==> config.mk <==
export PLATFORM = sky130hd
export DESIGN_NAME = doorbell_mbox
export DESIGN_NICKNAME = d
export VERILOG_FILES = /design/src/rtl/mbox_pkg.sv /design/src/rtl/mbox_rst_sync.sv /design/src/rtl/mbox_bitbank.sv /design/src/rtl/mbox_hdr_store.sv /design/src/rtl/mbox_regif.sv /design/src/rtl/doorbell_mbox.sv
export SDC_FILE = /design/constraint.sdc
export NUM_CORES = 1
export LEC_CHECK = 0
export BUFFER_PORTS_ARGS = -buffer_cell sky130_fd_sc_hd__buf_2
export CORE_MARGIN = 2
export CORE_UTILIZATION = 59
export CTS_CLUSTER_SIZE = 10
export DETAILED_ROUTE_END_ITERATION = 12
export GPL_TIMING_DRIVEN = 0
export MAX_ROUTING_LAYER = met4
export PLACE_DENSITY = 0.79
export SKIP_CTS_REPAIR_TIMING = 1
export SLEW_MARGIN = 20
export SYNTH_ARGS = -nofsm -noshare
export SYNTH_HDL_FRONTEND = slang
export SYNTH_SLANG_ARGS = --single-unit
==> constraint.sdc <==
create_clock -name clk -period 5.7 [get_ports clk]
set_clock_uncertainty 0.05 [all_clocks]
set_input_delay 0.285 -clock clk [delete_from_list [all_inputs] [get_ports clk]]
set_output_delay 0.285 -clock clk [all_outputs]
set_load 0.03 [all_outputs]
==> src/rtl/mbox_pkg.sv <==
package mbox_pkg;
  localparam int unsigned MB_CH  = 8;
  localparam int unsigned MB_DW  = 8;
  localparam int unsigned MB_AW  = 5;
  localparam int unsigned MB_CHW = $clog2(MB_CH);

  typedef logic [MB_AW-1:0] addr_t;
  typedef logic [MB_DW-1:0] byte_t;
  typedef logic [MB_CH-1:0] chmask_t;

  // register window: headers first, then the doorbell registers
  localparam addr_t A_ACK_HDR = MB_AW'(MB_CH);
  localparam addr_t A_REQ_SET = MB_AW'(2 * MB_CH);
  localparam addr_t A_REQ_VAL = MB_AW'(2 * MB_CH + 1);
  localparam addr_t A_ACK_VAL = MB_AW'(2 * MB_CH + 2);
  localparam addr_t A_ACK_CLR = MB_AW'(2 * MB_CH + 3);
endpackage

==> src/rtl/mbox_rst_sync.sv <==
module mbox_rst_sync #(
  parameter int unsigned STAGES = 2
) (
  input  logic clk,
  input  logic rst_n,
  output logic rst_sync_n
);
  logic [STAGES-1:0] chain_q;
  logic [STAGES-1:0] chain_d;

  always_comb chain_d = {chain_q[STAGES-2:0], 1'b1};

  always_ff @(posedge clk or negedge rst_n) begin
    if (!rst_n) chain_q <= '0;
    else        chain_q <= chain_d;
  end

  assign rst_sync_n = chain_q[STAGES-1];
endmodule

==> src/rtl/mbox_bitbank.sv <==
module mbox_bitbank #(
  parameter int unsigned WIDTH = 8
) (
  input  logic             clk,
  input  logic             rst_n,
  input  logic [WIDTH-1:0] set_i,
  input  logic [WIDTH-1:0] clr_i,
  output logic [WIDTH-1:0] bits_o
);
  logic [WIDTH-1:0] bits_q;
  logic [WIDTH-1:0] bits_d;
  logic             upd;

  // a set arriving with a clear of the same bit leaves the bit set
  always_comb begin
    bits_d = (bits_q & ~clr_i) | set_i;
    upd    = |(set_i | clr_i);
  end

  always_ff @(posedge clk or negedge rst_n) begin
    if (!rst_n)   bits_q <= '0;
    else if (upd) bits_q <= bits_d;
  end

  assign bits_o = bits_q;

  for (genvar i = 0; i < WIDTH; i++) begin : g_chk
    a_r3_r4_set_wins: assert property (@(posedge clk) disable iff (!rst_n)
      set_i[i] |=> bits_o[i]);
    a_r3_r4_clear: assert property (@(posedge clk) disable iff (!rst_n)
      (clr_i[i] && !set_i[i]) |=> !bits_o[i]);
    a_r2_r4_hold: assert property (@(posedge clk) disable iff (!rst_n)
      (!clr_i[i] && !set_i[i]) |=> $stable(bits_o[i]));
  end
endmodule

==> src/rtl/mbox_hdr_store.sv <==
module mbox_hdr_store
  import mbox_pkg::*;
(
  input  logic                clk,
  input  logic                rst_n,
  input  chmask_t             host_we_i,
  input  byte_t               host_wdata_i,
  input  logic                cop_we_i,
  input  logic [MB_CHW-1:0]   cop_ch_i,
  input  byte_t               cop_wdata_i,
  output byte_t               req_hdr_o [MB_CH],
  output byte_t               ack_hdr_o [MB_CH]
);
  for (genvar j = 0; j < MB_CH; j++) begin : g_ch
    byte_t req_q, ack_q;
    logic  ack_en;

    always_comb ack_en = cop_we_i && (cop_ch_i == MB_CHW'(j));

    always_ff @(posedge clk or negedge rst_n) begin
      if (!rst_n)            req_q <= '0;
      else if (host_we_i[j]) req_q <= host_wdata_i;
    end

    always_ff @(posedge clk or negedge rst_n) begin
      if (!rst_n)      ack_q <= '0;
      else if (ack_en) ack_q <= cop_wdata_i;
    end

    assign req_hdr_o[j] = req_q;
    assign ack_hdr_o[j] = ack_q;

    // only the coprocessor port may change an acknowledge header
    a_r7_ack_hdr_owner: assert property (@(posedge clk) disable iff (!rst_n)
      !(cop_we_i && cop_ch_i == MB_CHW'(j)) |=> $stable(ack_hdr_o[j]));
  end
endmodule

==> src/rtl/mbox_regif.sv <==
module mbox_regif
  import mbox_pkg::*;
(
  input  logic    clk,
  input  logic    rst_n,
  input  addr_t   addr_i,
  input  logic    we_i,
  input  byte_t   wdata_i,
  output byte_t   rdata_o,
  input  chmask_t req_bits_i,
  input  chmask_t ack_bits_i,
  input  byte_t   req_hdr_i [MB_CH],
  input  byte_t   ack_hdr_i [MB_CH],
  output chmask_t host_set_o,
  output chmask_t host_clr_o,
  output chmask_t req_hdr_we_o
);
  logic [MB_CHW-1:0] idx;
  byte_t             rd_d, rd_q;

  assign idx = addr_i[MB_CHW-1:0];

  always_comb begin
    host_set_o = (we_i && addr_i == A_REQ_SET) ? wdata_i[MB_CH-1:0] : '0;
    host_clr_o = (we_i && addr_i == A_ACK_CLR) ? wdata_i[MB_CH-1:0] : '0;
  end

  for (genvar j = 0; j < MB_CH; j++) begin : g_hwe
    assign req_hdr_we_o[j] = we_i && (addr_i == MB_AW'(j));
  end

  always_comb begin
    rd_d = '0;
    if (addr_i < A_ACK_HDR)      rd_d = req_hdr_i[idx];
    else if (addr_i < A_REQ_SET) rd_d = ack_hdr_i[idx];
    else begin
      case (addr_i)
        A_REQ_SET, A_REQ_VAL: rd_d = MB_DW'(req_bits_i);
        A_ACK_VAL:            rd_d = MB_DW'(ack_bits_i);
        default:              rd_d = '0;
      endcase
    end
  end

  always_ff @(posedge clk or negedge rst_n) begin
    if (!rst_n) rd_q <= '0;
    else        rd_q <= rd_d;
  end

  assign rdata_o = rd_q;

  a_r9_unmapped_zero: assert property (@(posedge clk) disable iff (!rst_n)
    (addr_i > A_ACK_VAL) |=> (rdata_o == '0));
  a_r9_ackval_latency: assert property (@(posedge clk) disable iff (!rst_n)
    (addr_i == A_ACK_VAL) |=> (rdata_o == MB_DW'($past(ack_bits_i))));
endmodule

==> src/rtl/doorbell_mbox.sv <==
module doorbell_mbox
  import mbox_pkg::*;
(
  input  logic              clk,
  input  logic              rst_n,
  input  logic [MB_AW-1:0]  bus_addr,
  input  logic              bus_we,
  input  logic [MB_DW-1:0]  bus_wdata,
  output logic [MB_DW-1:0]  bus_rdata,
  input  logic [MB_CH-1:0]  cop_req_clr,
  input  logic [MB_CH-1:0]  cop_ack_set,
  input  logic              cop_ack_hdr_we,
  input  logic [MB_CHW-1:0] cop_ack_hdr_ch,
  input  logic [MB_DW-1:0]  cop_ack_hdr_data,
  input  logic [MB_CHW-1:0] cop_req_hdr_ch,
  output logic [MB_DW-1:0]  cop_req_hdr_data,
  output logic [MB_CH-1:0]  req_pending,
  output logic              irq
);
  logic    rst_sync_n;
  chmask_t req_bits, ack_bits, host_set, host_clr, hdr_we;
  byte_t   req_hdr [MB_CH];
  byte_t   ack_hdr [MB_CH];

  mbox_rst_sync #(.STAGES(2)) u_rst (
    .clk(clk), .rst_n(rst_n), .rst_sync_n(rst_sync_n));

  mbox_bitbank #(.WIDTH(MB_CH)) u_req (
    .clk(clk), .rst_n(rst_sync_n),
    .set_i(host_set), .clr_i(cop_req_clr), .bits_o(req_bits));

  mbox_bitbank #(.WIDTH(MB_CH)) u_ack (
    .clk(clk), .rst_n(rst_sync_n),
    .set_i(cop_ack_set), .clr_i(host_clr), .bits_o(ack_bits));

  mbox_hdr_store u_hdr (
    .clk(clk), .rst_n(rst_sync_n),
    .host_we_i(hdr_we), .host_wdata_i(bus_wdata),
    .cop_we_i(cop_ack_hdr_we), .cop_ch_i(cop_ack_hdr_ch),
    .cop_wdata_i(cop_ack_hdr_data),
    .req_hdr_o(req_hdr), .ack_hdr_o(ack_hdr));

  mbox_regif u_reg (
    .clk(clk), .rst_n(rst_sync_n),
    .addr_i(bus_addr), .we_i(bus_we), .wdata_i(bus_wdata),
    .rdata_o(bus_rdata),
    .req_bits_i(req_bits), .ack_bits_i(ack_bits),
    .req_hdr_i(req_hdr), .ack_hdr_i(ack_hdr),
    .host_set_o(host_set), .host_clr_o(host_clr), .req_hdr_we_o(hdr_we));

  assign cop_req_hdr_data = req_hdr[cop_req_hdr_ch];
  assign req_pending      = req_bits;
  assign irq              = |ack_bits;

  // the interrupt can only rise after a coprocessor acknowledge
  a_r5_irq_rise: assert property (@(posedge clk) disable iff (!rst_sync_n)
    $rose(irq) |-> ($past(cop_ack_set) != '0));
  // clearing every bit with no new set drops the interrupt
  a_r8_clear_all: assert property (@(posedge clk) disable iff (!rst_sync_n)
    (bus_we && bus_addr == A_ACK_CLR && bus_wdata == 8'hFF && cop_ack_set == '0)
      |=> !irq);
endmodule

* Word-level counts from Yosys, hierarchy flattened *
Index checks and enable logic that the tools add are counted.

word-level totals
  bits in read-only memories = 0
  memories = 0
  bits in latches = 0
  logic and storage cells = 90
  RAM bits = 0
  output and inout port bits = 25
  register bits after elaboration = 154
  input bits = 47

operators by class
  muxes and demuxes = 14
  div/mod/pow operators = 0
  eq/ne operators = 18
  bitwise logic cells = 10
  add/sub/neg operators = 0
  shifts and indexed selects = 0
  $mul = 0
  reductions and logical operators = 24
  $lt $le $gt $ge = 4

operators by type and width
  kind                  count
  $mux W8               10
  $bmux W8 S3           3
  $or A8 B8 Y8          4
  $reduce_or A8 Y1      3
  $eq A5 B3 Y1 const B  4
  $eq A5 B5 Y1 const B  4
  $logic_and A1 B1 Y1   18
  $and A8 B8 Y8         2
  $not A8 Y8            2
  $pmux W8 S2           1
  $eq A3 B3 Y1 const B  4
  $eq A5 B2 Y1 const B  2
  $ge A4 B4 Y1 const B  2
  $not A3 Y4            2
  $eq A3 B2 Y1 const B  2
  $eq A5 B1 Y1 const B  1
  $logic_not A5 Y1      1
  $lt A5 B4 Y1 const B  1
  $lt A5 B5 Y1 const B  1
  $eq A3 B1 Y1 const B  1
  $logic_not A3 Y1      1
  $reduce_or A2 Y1      1

* Logic depth before layout (Yosys ltp) *
  word-level depth = 6
  gate-level depth with buffers = 7
  depth with buffers taken out = 4

* By module *
Synthesis repeated with hierarchy kept, for this count alone.

unflattened totals
  cell total of the unflattened synthesis = 543
  area, all modules = 7,743.7 sq um

modules (own cells, without submodules)
  module          cells an instance  seq. area each (sq um)  area an instance (sq um)  times used
  mbox_hdr_store  279                3,203.1                 4,804.6                   1
  mbox_regif      181                200.2                   1,737.9                   1
  mbox_bitbank    24                 200.2                   290.3                     2
  doorbell_mbox   32                 0.0                     566.8                     1
  mbox_rst_sync   3                  50.0                    53.8                      1

* Least setup slack after synthesis *
Ideal clock, no wire load.

  kind = input to output
  start = input cop_req_hdr_ch[0]
  end = output cop_req_hdr_data[3]
  cell stages on the path = 4
  arrival = 1,677 ps
  data required time = 5,365 ps
  buffers on the path = 2
  slack = 3,688 ps
  cells stage by stage = buf_2 > buf_2 > mux4_2 > mux2_2

between the ends
  longest elaborated chain between the ends = 4

ends and longest elaborated chain
  element                                     line                 RTL
  from (decl)                                 doorbell_mbox.sv:15  input logic [MB_CHW-1:0] cop_req_hdr_ch,
  $not A3 Y4 (implied by the code)            doorbell_mbox.sv:51  assign cop_req_hdr_data = req_hdr[cop_req_hdr_ch];
  $bmux W8 S3                                 doorbell_mbox.sv:51
  $mux W8 (implied by the code) (2 in a row)  doorbell_mbox.sv:51
  to (decl)                                   doorbell_mbox.sv:16  output logic [MB_DW-1:0] cop_req_hdr_data,

No other way between the ends. The select of a mux whose other input is x is not followed.

* Worst setup path in the final report *
  start = input cop_req_hdr_ch[1]
  end = output cop_req_hdr_data[5]

Same word-level chain as after synthesis.

==> metrics.log <==
[metrics] area post-placement: 0.00803 sq mm
[metrics] post-synthesis register bit count: 154
[metrics] total design power: 3.07 mW
[metrics] normalized max-slew margin: 29.3%
[metrics] first-pass iteration count of the detailed router: 5
[metrics] number of global-route vias before repair: 5,083
[metrics] gr usage total: 30.4%
[metrics] minimum clock period: 2.59 ns
[metrics] number of fillers in the final layout: 889
[metrics] most frequent cells after synthesis: dfrtp_1, mux2_2, mux4_2
[metrics] Placed Instances: 735
[metrics] critical path start-end classification: in2out
[metrics] setup TNS: 0 ns
[metrics] area taken by multi-input logic gates: 0.00342 sq mm
[metrics] worst hold slack: -0.0159 ns
[metrics] total number of yosys warnings: 0
[metrics] compound-cell area share of the yosys netlist: 4.47%
[metrics] classification of the worst-slack hold path: in2reg
[metrics] Fmax: 386 MHz
[metrics] number of enable-type register cells in the synthesized netlist: 0
[metrics] via count: 4,939
[metrics] register area share after synthesis: 51.6%
[metrics] Worst VDD drop: 0.204 mV
[metrics] P_leak: 3.79 nW
[metrics] dominant combinational cell family by area after synthesis: multiplexers
[metrics] required time at the worst-slack endpoint: 5.37 ns
[metrics] final HPWL from detailed placement: 12,400 microns
[metrics] ratio of routed vias to standard cells: 6.34
[metrics] number of clock sinks: 154
[metrics] Primary FF master, synth: dfrtp_1
[metrics] synthesized-area fraction occupied by and/or/nand/nor cells: 5.74%
[metrics] Syn Std Cell Area: 0.00747 sq mm
[metrics] antenna violations before repair: 0
[metrics] wire length per cell: 23.8 microns
[metrics] io pins: 72
[metrics] unrepaired setup endpoints after global routing: no
[metrics] depth of the CTS H-tree: 4
[metrics] effective utilization at floorplan: 59.7%
[metrics] post-synth top area cell: dfrtp_1
[metrics] CTS buffer count: 17
[metrics] residual overflow from global routing: 0
[metrics] leading cell type by number of instances after synthesis: dfrtp_1
[metrics] CTS tree: done
[metrics] share of final-layout standard cells stronger than drive strength 1: 47.8%
[metrics] layout overhead on the synthesized area: 16.5%
[metrics] final weighted congestion in routability-driven placement: 0.864
[metrics] Total Nets Final: 642
[metrics] portion of synthesized cell area occupied by the leading cell type: 51.6%
[metrics] Final Slew Violations: 0
[metrics] kind of end point of the critical path: primary output
[metrics] clock-pin slew on the worst setup and hold paths: 0.06 ns
[metrics] synthesized netlist cell count: 507
[metrics] Routed Antenna Nets: 0
[metrics] Finished Layout Cells: 779
[metrics] root buffer cell: clkbuf_16
[metrics] Final setup violation count: 0
[metrics] Synth area leaders: dfrtp_1, mux2_2, mux4_2
[metrics] final hold violation count: 2
[metrics] Die H: 117 microns
[metrics] number of distinct library cells after synthesis: 42
[metrics] multiplexer share of the synthesized area: 35.4%
[metrics] Synth Net Count: 554
[metrics] Iteration-0 DRC Markers: 433
[metrics] Critical Path AT: 2.26 ns
[metrics] fraction of the mapped netlist area in adder cells: 0%
[metrics] Chip Width: 117 microns
[metrics] Final Cycle Share: 45.5%
[metrics] register cell area after layout: 0.00386 sq mm
[metrics] final std cell area, no fill: 0.00871 sq mm
[metrics] maxcap violations: 0
[metrics] proportion of synthesized flip-flops having asynchronous set or reset: 100%
[metrics] average footprint of a synthesized cell: 14.7 sq um
[metrics] result of the run: finished with violations
[metrics] die area: 0.0136 sq mm
[metrics] P per Cell Area: 353 mW/mm^2
[metrics] slew of the pin with the lowest slew margin: 1.06 ns
[metrics] total inserted antenna cells: 0
[metrics] DRC errors left: 0
[metrics] Core Rows: 41
[metrics] violated checks: hold timing
[metrics] launching element type of the critical path: input pin
[metrics] buffer levels on the longest clock path: 2
[metrics] xor/xnor cell area share of the yosys netlist: 0%
[metrics] input/output buffers: 53
[metrics] worst-path fanout max: 10
[metrics] aggregate routed wire length: 18,600 microns
[metrics] core area: 0.0125 sq mm
[metrics] global-route wire length before repair: 28,500 microns
[metrics] largest net degree at the start of global routing: 62
[metrics] clock latency of the later-clocked register in the worst-skew pair: 0.43 ns
## flip-flops by register name (all words and copies together) (netlist names)
register          count
u_hdr.g_ch.ack_q     64
u_hdr.g_ch.req_q     64
u_ack.bits_o          8
u_reg.rdata_o         8
u_req.bits_o          8
u_rst.chain_q         2
## power by group
part	internal, mW	switching [mW]	total [mW]
sequential	1.29	0.132	1.42
combinational	0.324	0.246	0.571
clock	0.650	0.426	1.08
## worst paths after layout
check                                        from                     end  slack, ns  cells past startpoint
setup / recovery                cop_req_hdr_ch[1]     cop_req_hdr_data[5]       3.11                      5
hold / removal                     cop_req_clr[5]         u_req.bits_o[5]      -0.02                      2
setup reg to reg           u_hdr.g_ch[4].req_q[4]        u_reg.rdata_o[4]       4.12                      4
hold reg to reg                  u_rst.chain_q[1]  u_hdr.g_ch[4].ack_q[6]       0.30                      0
max in group asynchronous        u_rst.chain_q[1]        u_reg.rdata_o[7]       4.60                      1
min in group asynchronous                   rst_n        u_rst.chain_q[1]       0.14                      2
## routing by layer
metal	wire length [microns]	part of all wire [%]	global-route usage, %
met1	7460	40	39.6
met2	9480	51	46.9
met3	1130	6.1	7.16
met4	498	2.7	11.9
met5	0	0	-
## through the flow
stage	util (%)	setup slack, ns
2_1_floorplan	-	1.04
3_3_place_gp	63.5	-0.333
3_5_place_dp	64.1	3.15
4_1_cts	68.5	3.13
5_1_grt	69.6	3.07
6_report	69.6	3.11
## cell families after synthesis
group                  Yosys count
multiplexers                   198
flip-flops                     154
AND/OR/NAND/NOR                 64
AO/OA/AOI/OAI                   47
buffers and inverters           43
other                            1
## area by class of cell
cell class | count | share of cell area, %
tap | 172 | 2.47
timing repair buffer | 69 | 5.26
clock inverter | 8 | 1.11
clock buffer | 23 | 5.26
multi-input combinational | 310 | 39.2
sequential | 154 | 44.3
buffer | 32 | 1.93
inverter | 11 | 0.474
## layout by cell type (no fill, tap or decap), types with 3 or more instances in the layout
| cell type | Yosys | final |
|---|---|---|
| a211oi_1 | 4 | 4 |
| a21o_1 | 8 | 8 |
| a221oi_1 | 8 | 8 |
| a22oi_1 | 7 | 7 |
| and2_1 | 4 | 4 |
| buf_1 | 10 | 10 |
| buf_2 | 8 | 61 |
| buf_4 | 6 | 7 |
| clkbuf_1 | 6 | 11 |
| clkbuf_16 | 0 | 17 |
| clkinv_2 | 0 | 4 |
| dfrtp_1 | 154 | 153 |
| dlygate4sd3_1 | 0 | 13 |
| inv_1 | 9 | 9 |
| mux2_2 | 136 | 136 |
| mux2i_1 | 23 | 23 |
| mux4_2 | 38 | 38 |
| nand2_1 | 24 | 24 |
| nand2_2 | 3 | 3 |
| nand4b_1 | 3 | 3 |
| nor2_1 | 4 | 4 |
| nor2b_1 | 3 | 3 |
| nor3_1 | 4 | 3 |
| nor3_2 | 2 | 3 |
| o21ai_0 | 13 | 13 |
| o221ai_1 | 5 | 5 |
## worst max-delay path, cell delays in order
cell and delay, ns:
clkbuf_1 0.41, clkbuf_1 0.65, mux4_2 0.42, mux2_2 0.30, buf_2 0.18
Power figures use the tool's default switching activity.
